<file path="config.mk">
export PLATFORM = sky130hd
export DESIGN_NAME = ir_irq_ctrl
export DESIGN_NICKNAME = d
export VERILOG_FILES = /design/src/rtl/ir_irq_pkg.sv /design/src/rtl/ir_mode_reg.sv /design/src/rtl/ir_evt_bank.sv /design/src/rtl/ir_irq_out.sv /design/src/rtl/ir_irq_ctrl.sv
export SDC_FILE = /design/constraint.sdc
export NUM_CORES = 1
export LEC_CHECK = 0
export CORE_MARGIN = 1
export CORE_UTILIZATION = 35
export CTS_CLUSTER_SIZE = 14
export DETAILED_ROUTE_END_ITERATION = 10
export DONT_BUFFER_PORTS = 1
export PLACE_DENSITY = 0.57
export SKIP_LAST_GASP = 1
export SLEW_MARGIN = 20
export SYNTH_ARGS = -nofsm -noshare
export SYNTH_HDL_FRONTEND = slang
export SYNTH_HIERARCHICAL = 1
export SYNTH_SLANG_ARGS = --single-unit
</file>
<file path="constraint.sdc">
create_clock -name clk -period 1.8 [get_ports clk]
set_input_delay 0.18 -clock clk [delete_from_list [all_inputs] [get_ports clk]]
set_output_delay 0.18 -clock clk [all_outputs]
set_load 0.005 [all_outputs]
</file>
<file path="src/rtl/ir_irq_pkg.sv">
package ir_irq_pkg;
  localparam int REG_W = 16;
  localparam int EV_N  = 5;

  localparam int MD_LO_BIT    = 14;
  localparam int GRP_FIFO_BIT = 8;
  localparam int GRP_MF_BIT   = 4;
  localparam int GRP_SIR_BIT  = 0;

  localparam logic [REG_W-1:0] EV_FIELD   = 16'h8B80;
  localparam logic [REG_W-1:0] MODE_FIELD = 16'hC111;

  typedef enum logic [1:0] {
    XM_SIR  = 2'b00,
    XM_RSVD = 2'b01,
    XM_FIR  = 2'b10,
    XM_MIR  = 2'b11
  } xmode_e;

  typedef enum logic [2:0] {
    RA_MODE = 3'd0,
    RA_SSRC = 3'd1,
    RA_SMSK = 3'd2,
    RA_SCLR = 3'd3,
    RA_MSRC = 3'd4,
    RA_MMSK = 3'd5,
    RA_MCLR = 3'd6
  } reg_addr_e;

  // register bit that carries compact event index k
  function automatic int ev_pos(input int k);
    case (k)
      0:       return 7;
      1:       return 8;
      2:       return 9;
      3:       return 11;
      default: return 15;
    endcase
  endfunction

  function automatic logic [REG_W-1:0] ev_spread(input logic [EV_N-1:0] e);
    logic [REG_W-1:0] r;
    r = '0;
    for (int k = 0; k < EV_N; k++) r[ev_pos(k)] = e[k];
    return r;
  endfunction

  function automatic logic [EV_N-1:0] ev_gather(input logic [REG_W-1:0] w);
    logic [EV_N-1:0] r;
    for (int k = 0; k < EV_N; k++) r[k] = w[ev_pos(k)];
    return r;
  endfunction

  // 1 selects the MIR/FIR bank
  function automatic logic bank_of_mode(input logic [1:0] m);
    return m[1];
  endfunction
endpackage

</file>
<file path="src/rtl/ir_mode_reg.sv">
module ir_mode_reg
  import ir_irq_pkg::*;
(
  input  logic             clk,
  input  logic             rst_n,
  input  logic             wr_stb,
  input  logic [REG_W-1:0] wr_data,
  output logic [1:0]       mode_q,
  output logic             grp_fifo_q,
  output logic             grp_mf_q,
  output logic             grp_sir_q,
  output logic [REG_W-1:0] view
);
  always_ff @(posedge clk or negedge rst_n) begin
    if (!rst_n) begin
      mode_q     <= XM_SIR;
      grp_fifo_q <= 1'b1;
      grp_mf_q   <= 1'b1;
      grp_sir_q  <= 1'b1;
    end else if (wr_stb) begin
      mode_q     <= wr_data[MD_LO_BIT +: 2];
      grp_fifo_q <= wr_data[GRP_FIFO_BIT];
      grp_mf_q   <= wr_data[GRP_MF_BIT];
      grp_sir_q  <= wr_data[GRP_SIR_BIT];
    end
  end

  always_comb begin
    view                  = '0;
    view[MD_LO_BIT +: 2]  = mode_q;
    view[GRP_FIFO_BIT]    = grp_fifo_q;
    view[GRP_MF_BIT]      = grp_mf_q;
    view[GRP_SIR_BIT]     = grp_sir_q;
  end
endmodule

</file>
<file path="src/rtl/ir_evt_bank.sv">
module ir_evt_bank #(
  parameter int NEV = 5
) (
  input  logic           clk,
  input  logic           rst_n,
  input  logic [NEV-1:0] ev_in,
  input  logic           msk_we,
  input  logic           clr_we,
  input  logic [NEV-1:0] wbits,
  output logic [NEV-1:0] src_q,
  output logic [NEV-1:0] msk_q,
  output logic           pend
);
  for (genvar i = 0; i < NEV; i++) begin : g_bit
    // source: event set wins over clear in the same cycle
    always_ff @(posedge clk or negedge rst_n) begin
      if (!rst_n)               src_q[i] <= 1'b0;
      else if (ev_in[i])        src_q[i] <= 1'b1;
      else if (clr_we && wbits[i]) src_q[i] <= 1'b0;
    end

    always_ff @(posedge clk or negedge rst_n) begin
      if (!rst_n)      msk_q[i] <= 1'b1;
      else if (msk_we) msk_q[i] <= wbits[i];
    end
  end

  assign pend = |(src_q & ~msk_q);
endmodule

</file>
<file path="src/rtl/ir_irq_out.sv">
module ir_irq_out (
  input  logic clk,
  input  logic rst_n,
  input  logic pend_sir,
  input  logic pend_mf,
  input  logic grp_sir,
  input  logic grp_mf,
  output logic irq
);
  logic irq_d;
  assign irq_d = (pend_sir & ~grp_sir) | (pend_mf & ~grp_mf);

  always_ff @(posedge clk or negedge rst_n) begin
    if (!rst_n) irq <= 1'b0;
    else        irq <= irq_d;
  end
endmodule

</file>
<file path="src/rtl/ir_irq_ctrl.sv">
module ir_irq_ctrl
  import ir_irq_pkg::*;
#(
  parameter int AW = 3
) (
  input  logic             clk,
  input  logic             rst_n,
  input  logic             wr_en,
  input  logic [AW-1:0]    wr_addr,
  input  logic [REG_W-1:0] wr_data,
  input  logic [AW-1:0]    rd_addr,
  output logic [REG_W-1:0] rd_data,
  input  logic [EV_N-1:0]  ev_pulse,
  output logic             irq
);
  localparam int NBANK = 2;

  logic [1:0]       mode_q;
  logic             grp_fifo_q, grp_mf_q, grp_sir_q;
  logic [REG_W-1:0] mode_view;
  logic             sel_mf;
  logic [EV_N-1:0]  wbits;

  logic [EV_N-1:0]  bsrc  [NBANK];
  logic [EV_N-1:0]  bmsk  [NBANK];
  logic [EV_N-1:0]  bhit  [NBANK];
  logic             bpend [NBANK];

  // named views for the checker
  logic [EV_N-1:0]  sir_src_c, mf_src_c, sir_hit, mf_hit;

  ir_mode_reg u_mode (
    .clk        (clk),
    .rst_n      (rst_n),
    .wr_stb     (wr_en && (wr_addr == AW'(RA_MODE))),
    .wr_data    (wr_data),
    .mode_q     (mode_q),
    .grp_fifo_q (grp_fifo_q),
    .grp_mf_q   (grp_mf_q),
    .grp_sir_q  (grp_sir_q),
    .view       (mode_view)
  );

  assign sel_mf = bank_of_mode(mode_q);
  assign wbits  = ev_gather(wr_data);

  for (genvar g = 0; g < NBANK; g++) begin : g_bank
    localparam reg_addr_e MSK_A = (g == 0) ? RA_SMSK : RA_MMSK;
    localparam reg_addr_e CLR_A = (g == 0) ? RA_SCLR : RA_MCLR;
    localparam logic      IS_MF = (g == 1);

    assign bhit[g] = (sel_mf == IS_MF) ? ev_pulse : '0;

    ir_evt_bank #(.NEV(EV_N)) u_bank (
      .clk    (clk),
      .rst_n  (rst_n),
      .ev_in  (bhit[g]),
      .msk_we (wr_en && (wr_addr == AW'(MSK_A))),
      .clr_we (wr_en && (wr_addr == AW'(CLR_A))),
      .wbits  (wbits),
      .src_q  (bsrc[g]),
      .msk_q  (bmsk[g]),
      .pend   (bpend[g])
    );
  end

  assign sir_src_c = bsrc[0];
  assign mf_src_c  = bsrc[1];
  assign sir_hit   = bhit[0];
  assign mf_hit    = bhit[1];

  ir_irq_out u_irq (
    .clk      (clk),
    .rst_n    (rst_n),
    .pend_sir (bpend[0]),
    .pend_mf  (bpend[1]),
    .grp_sir  (grp_sir_q),
    .grp_mf   (grp_mf_q),
    .irq      (irq)
  );

  always_comb begin
    case (rd_addr)
      AW'(RA_MODE): rd_data = mode_view;
      AW'(RA_SSRC): rd_data = ev_spread(bsrc[0]);
      AW'(RA_SMSK): rd_data = ev_spread(bmsk[0]);
      AW'(RA_MSRC): rd_data = ev_spread(bsrc[1]);
      AW'(RA_MMSK): rd_data = ev_spread(bmsk[1]);
      default:      rd_data = '0;
    endcase
  end
endmodule

</file>
==> run_summary.xml <==
<?xml version="1.0" encoding="UTF-8"?>
<metrics>
  <group name="clock_network">
    <metric name="post_cts_resized" unit="">0</metric>
    <metric name="numCtsBuffers" unit="">3</metric>
    <metric name="cts_num_sinks" unit="">26</metric>
    <metric name="cts-root-buf" unit="">clkbuf_8</metric>
    <metric name="cts_tree" unit="">built</metric>
    <metric name="clk_pin_slew" unit="ns">0.09</metric>
    <metric name="insertion_delay" unit="ns">0.28</metric>
    <metric name="cts.path.max_buffers" unit="">2</metric>
    <metric name="htreeDepth" unit="">1</metric>
  </group>
  <group name="timing">
    <metric name="finClkSkew" unit="ns">0.00337</metric>
    <metric name="worst_slew_pin_slew" unit="ns">0.561</metric>
    <metric name="setup_tns" unit="ns">0</metric>
    <metric name="slew_viol_final" unit="">0</metric>
    <metric name="fin_crit_period" unit="ns">1.52</metric>
    <metric name="fraction_of_the_cycle_the_final_worst_path_needs" unit="">0.843</metric>
    <metric name="rsz0062_at_grt" unit="">no</metric>
    <metric name="finalHoldViolations" unit="">0</metric>
    <metric name="setup_failing_eps_final" unit="">0</metric>
    <metric name="timing.slew.headroom" unit="">0.626</metric>
    <metric name="fin_worst_hold_slack" unit="ns">0.00790</metric>
    <metric name="maxClockFrequency" unit="MHz">659</metric>
  </group>
  <group name="critical_path">
    <metric name="crit_path_launch_type" unit="">flip-flop</metric>
    <metric name="crit_path_max_incr_delay" unit="ns">0.52</metric>
    <metric name="timing.critical_path.fanout_max" unit="">12</metric>
    <metric name="crit_type" unit="">reg -&gt; out</metric>
    <metric name="critical-path-slowest-cell" unit="">dfrtp_1</metric>
    <metric name="critical_path.n_buffers_inverters" unit="">0</metric>
    <metric name="worst-endpoint-arrival" unit="ns">1.34</metric>
    <metric name="path_cells" unit="">mux2_4, nand2_1, o221ai_1</metric>
    <metric name="kind_of_cell_with_the_highest_combined_delay_on_the_critical_path" unit="">flip-flops</metric>
    <metric name="worst_ep_required_time" unit="ns">1.62</metric>
    <metric name="endpoint_kind" unit="">primary output</metric>
  </group>
  <group name="place">
    <metric name="place_hpwl" unit="um">2490</metric>
    <metric name="gp_congestion" unit="">0.848</metric>
    <metric name="buffer_ports.inserted" unit="">0</metric>
  </group>
  <group name="finish">
    <metric name="insertedDiodeCount" unit="">0</metric>
    <metric name="syn2layout_area_growth" unit="%">5.29</metric>
    <metric name="drive_gt1_frac" unit="">0.217</metric>
    <metric name="nNetsFinal" unit="">197</metric>
    <metric name="n_fill_cell" unit="">431</metric>
  </group>
  <group name="grt">
    <metric name="grt_pass1_wl" unit="um">5230</metric>
    <metric name="grt_remaining_overflow" unit="">0</metric>
    <metric name="maximum_number_of_pins_on_one_net_before_global_route_repair" unit="">27</metric>
    <metric name="initial_antenna_violation_count" unit="">0</metric>
    <metric name="globalRouteTotalUtil" unit="">0.138</metric>
    <metric name="via_count_of_the_first_global_routing_pass" unit="">1113</metric>
  </group>
  <group name="yosys">
    <metric name="syn_inst" unit="">165</metric>
    <metric name="ys_seq_area_frac" unit="">0.414</metric>
    <metric name="dominantRegCellSynth" unit="">dfstp_2</metric>
    <metric name="synth-warning-count" unit="">6</metric>
    <metric name="yosys.cell_types.count" unit="">28</metric>
    <metric name="syn-mean-instance-area" unit="sq um">9.75</metric>
    <metric name="synth.cell_area" unit="sq um">1610</metric>
    <metric name="synth_enable_flop_cells" unit="">0</metric>
    <metric name="flop_and_latch_count_out_of_synthesis" unit="">26</metric>
    <metric name="async_flop_share" unit="">1.00</metric>
  </group>
  <group name="routing">
    <metric name="drtAntennaViolNets" unit="">0</metric>
    <metric name="drt_wl_total" unit="um">3120</metric>
    <metric name="dr.pass1.iters" unit="">4</metric>
    <metric name="iteration_0_drc_markers" unit="">56</metric>
    <metric name="total_drc_errors_in_the_routed_layout" unit="">0</metric>
    <metric name="drt-wirelength-per-cell" unit="um">14.3</metric>
    <metric name="mean_number_of_vias_per_cell" unit="">4.90</metric>
    <metric name="num_vias" unit="">1069</metric>
  </group>
  <group name="min_path">
    <metric name="worst_hold_path_type" unit="">in -&gt; reg</metric>
  </group>
  <group name="floorplanning">
    <metric name="io_pins" unit="">47</metric>
    <metric name="fp.dieH" unit="um">69.8</metric>
    <metric name="placementRows" unit="">24</metric>
    <metric name="die_area" unit="sq um">4870</metric>
    <metric name="floorplan.die.width" unit="um">69.8</metric>
    <metric name="core_region_area" unit="sq um">4380</metric>
    <metric name="initial_cell_density_of_the_core" unit="">0.367</metric>
  </group>
  <group name="pwr">
    <metric name="sw_share" unit="">0.248</metric>
    <metric name="power.sequential.fraction" unit="">0.518</metric>
    <metric name="combinational_group_share_of_total_power" unit="">0.175</metric>
    <metric name="ir_worst_vdd" unit="mV">0.375</metric>
    <metric name="power_report.internal_total" unit="mW">1.18</metric>
    <metric name="clock_power_share" unit="">0.307</metric>
    <metric name="cellLeakagePower" unit="nW">0.744</metric>
    <metric name="p_sw" unit="mW">0.390</metric>
    <metric name="power.density_cell_area" unit="nW/um^2">928</metric>
  </group>
  <group name="run">
    <metric name="drv.max_cap_violation_count" unit="">0</metric>
  </group>
  <group name="outcome">
    <metric name="run_status" unit="">finished, final reports clean</metric>
  </group>
</metrics>
## power by group through the flow
stage	sequential (mW)	combinational [mW]	clock, mW
6_report	0.814	0.275	0.483
3_3_place_gp	0.822	0.249	0
4_1_cts	0.817	0.278	0.491
5_1_grt	0.834	0.311	0.510
2_1_floorplan	0.794	0.280	0
3_5_place_dp	0.829	0.259	0
## final cells by class
cell class	instances	area, sq um	share of cell area
multi-input combinational	116	778	0.459
sequential	26	667	0.394
timing repair buffer	8	67.6	0.0399
tap	52	65.1	0.0384
inverter	12	45.0	0.0266
clock buffer	3	41.3	0.0244
clock inverter	1	30.0	0.0177
## logic make-up after synthesis
family                 after synthesis  share of synthesized area
AO/OA/AOI/OAI                       27                      0.131
buffers and inverters               33                      0.125
flip-flops                          26                      0.414
multiplexers                        19                      0.141
other                                1                    0.00233
AND/OR/NAND/NOR                     59                      0.187
## state kept, by name, indices dropped and copies added, names as in the netlist
signal               count
u_mode/grp_mf_q          1
u_mode/mode_q            2
u_irq/irq                1
g_bank.u_bank/src_q     10
u_mode/grp_sir_q         1
u_mode/grp_fifo_q        1
g_bank.u_bank/msk_q     10
## cells in the mapped netlist, drive strengths merged (2+ instances only)
cell	number	area share
nand2b	3	0.012
nor3	2	0.0093
inv	12	0.028
nor2	4	0.011
buf	21	0.097
and2	16	0.062
o221ai	6	0.033
dfstp	13	0.21
mux2i	5	0.031
nor2b	5	0.019
a21o	10	0.047
nand2	27	0.063
o21ai	7	0.022
a222oi	2	0.012
dfrtp	13	0.20
mux2	14	0.11
## path summary, 6_finish.rpt
path,from,to,slack [ns],depth (start not counted)
min in group asynchronous,rst_n,g_bank[0].u_bank/src_q[1],0.45,2
worst max register to register,g_bank[0].u_bank/msk_q[0],u_irq/irq,0.33,5
worst min-delay path,wr_data[15],g_bank[1].u_bank/msk_q[4],0.008,2
worst max-delay path,u_mode/mode_q[1],rd_data[15],0.28,3
max in group asynchronous,rst_n,u_mode/grp_mf_q,0.98,2
worst min register to register,g_bank[1].u_bank/msk_q[0],g_bank[1].u_bank/msk_q[0],0.50,2
## metal layers
| layer | up-vias | routed length, um | GRT usage |
|---|---|---|---|
| li1 | 528 | - | - |
| met3 | 9 | 180 | 0.0276 |
| met4 | 0 | 109 | 0.0778 |
| met5 | - | 0 | 0 |
| met2 | 32 | 1370 | 0.216 |
| met1 | 500 | 1460 | 0.178 |
## per-stage QoR
stage | power (mW) | std cells | setup WS (ns) | area, sq um | util
2_1_floorplan | 1.07 | 175 | 0.529 | 1650 | -
3_3_place_gp | 1.07 | 209 | 0.341 | 1580 | 0.360
3_5_place_dp | 1.09 | 209 | 0.327 | 1580 | 0.360
4_1_cts | 1.59 | 217 | 0.260 | 1690 | 0.385
5_1_grt | 1.65 | 218 | 0.195 | 1690 | 0.386
6_report | 1.57 | 218 | 0.282 | 1690 | 0.386
## layout by cell type, fill, tap and decap left out, drive strengths merged
master,instances
nor2b,5
nand2,27
bufinv,1
a2bb2oi,1
a21o,10
nor2,4
nand2b,3
a222oi,2
dfrtp,13
o221ai,6
mux2i,5
inv,12
clkbuf,3
dfstp,13
or2,1
o22ai,1
o21ai,7
dlygate4sd3,4
nor3b,1
and2,16
buf,4
conb,11
mux2,14
nor3,2
## timing repair
action,in CTS,in global routing
buffers inserted,0,0
endpoints found under the setup margin,0,0
hold endpoints to repair,31,13
hold buffers,4,1
Note: power is estimated with default switching activity, not from simulation.
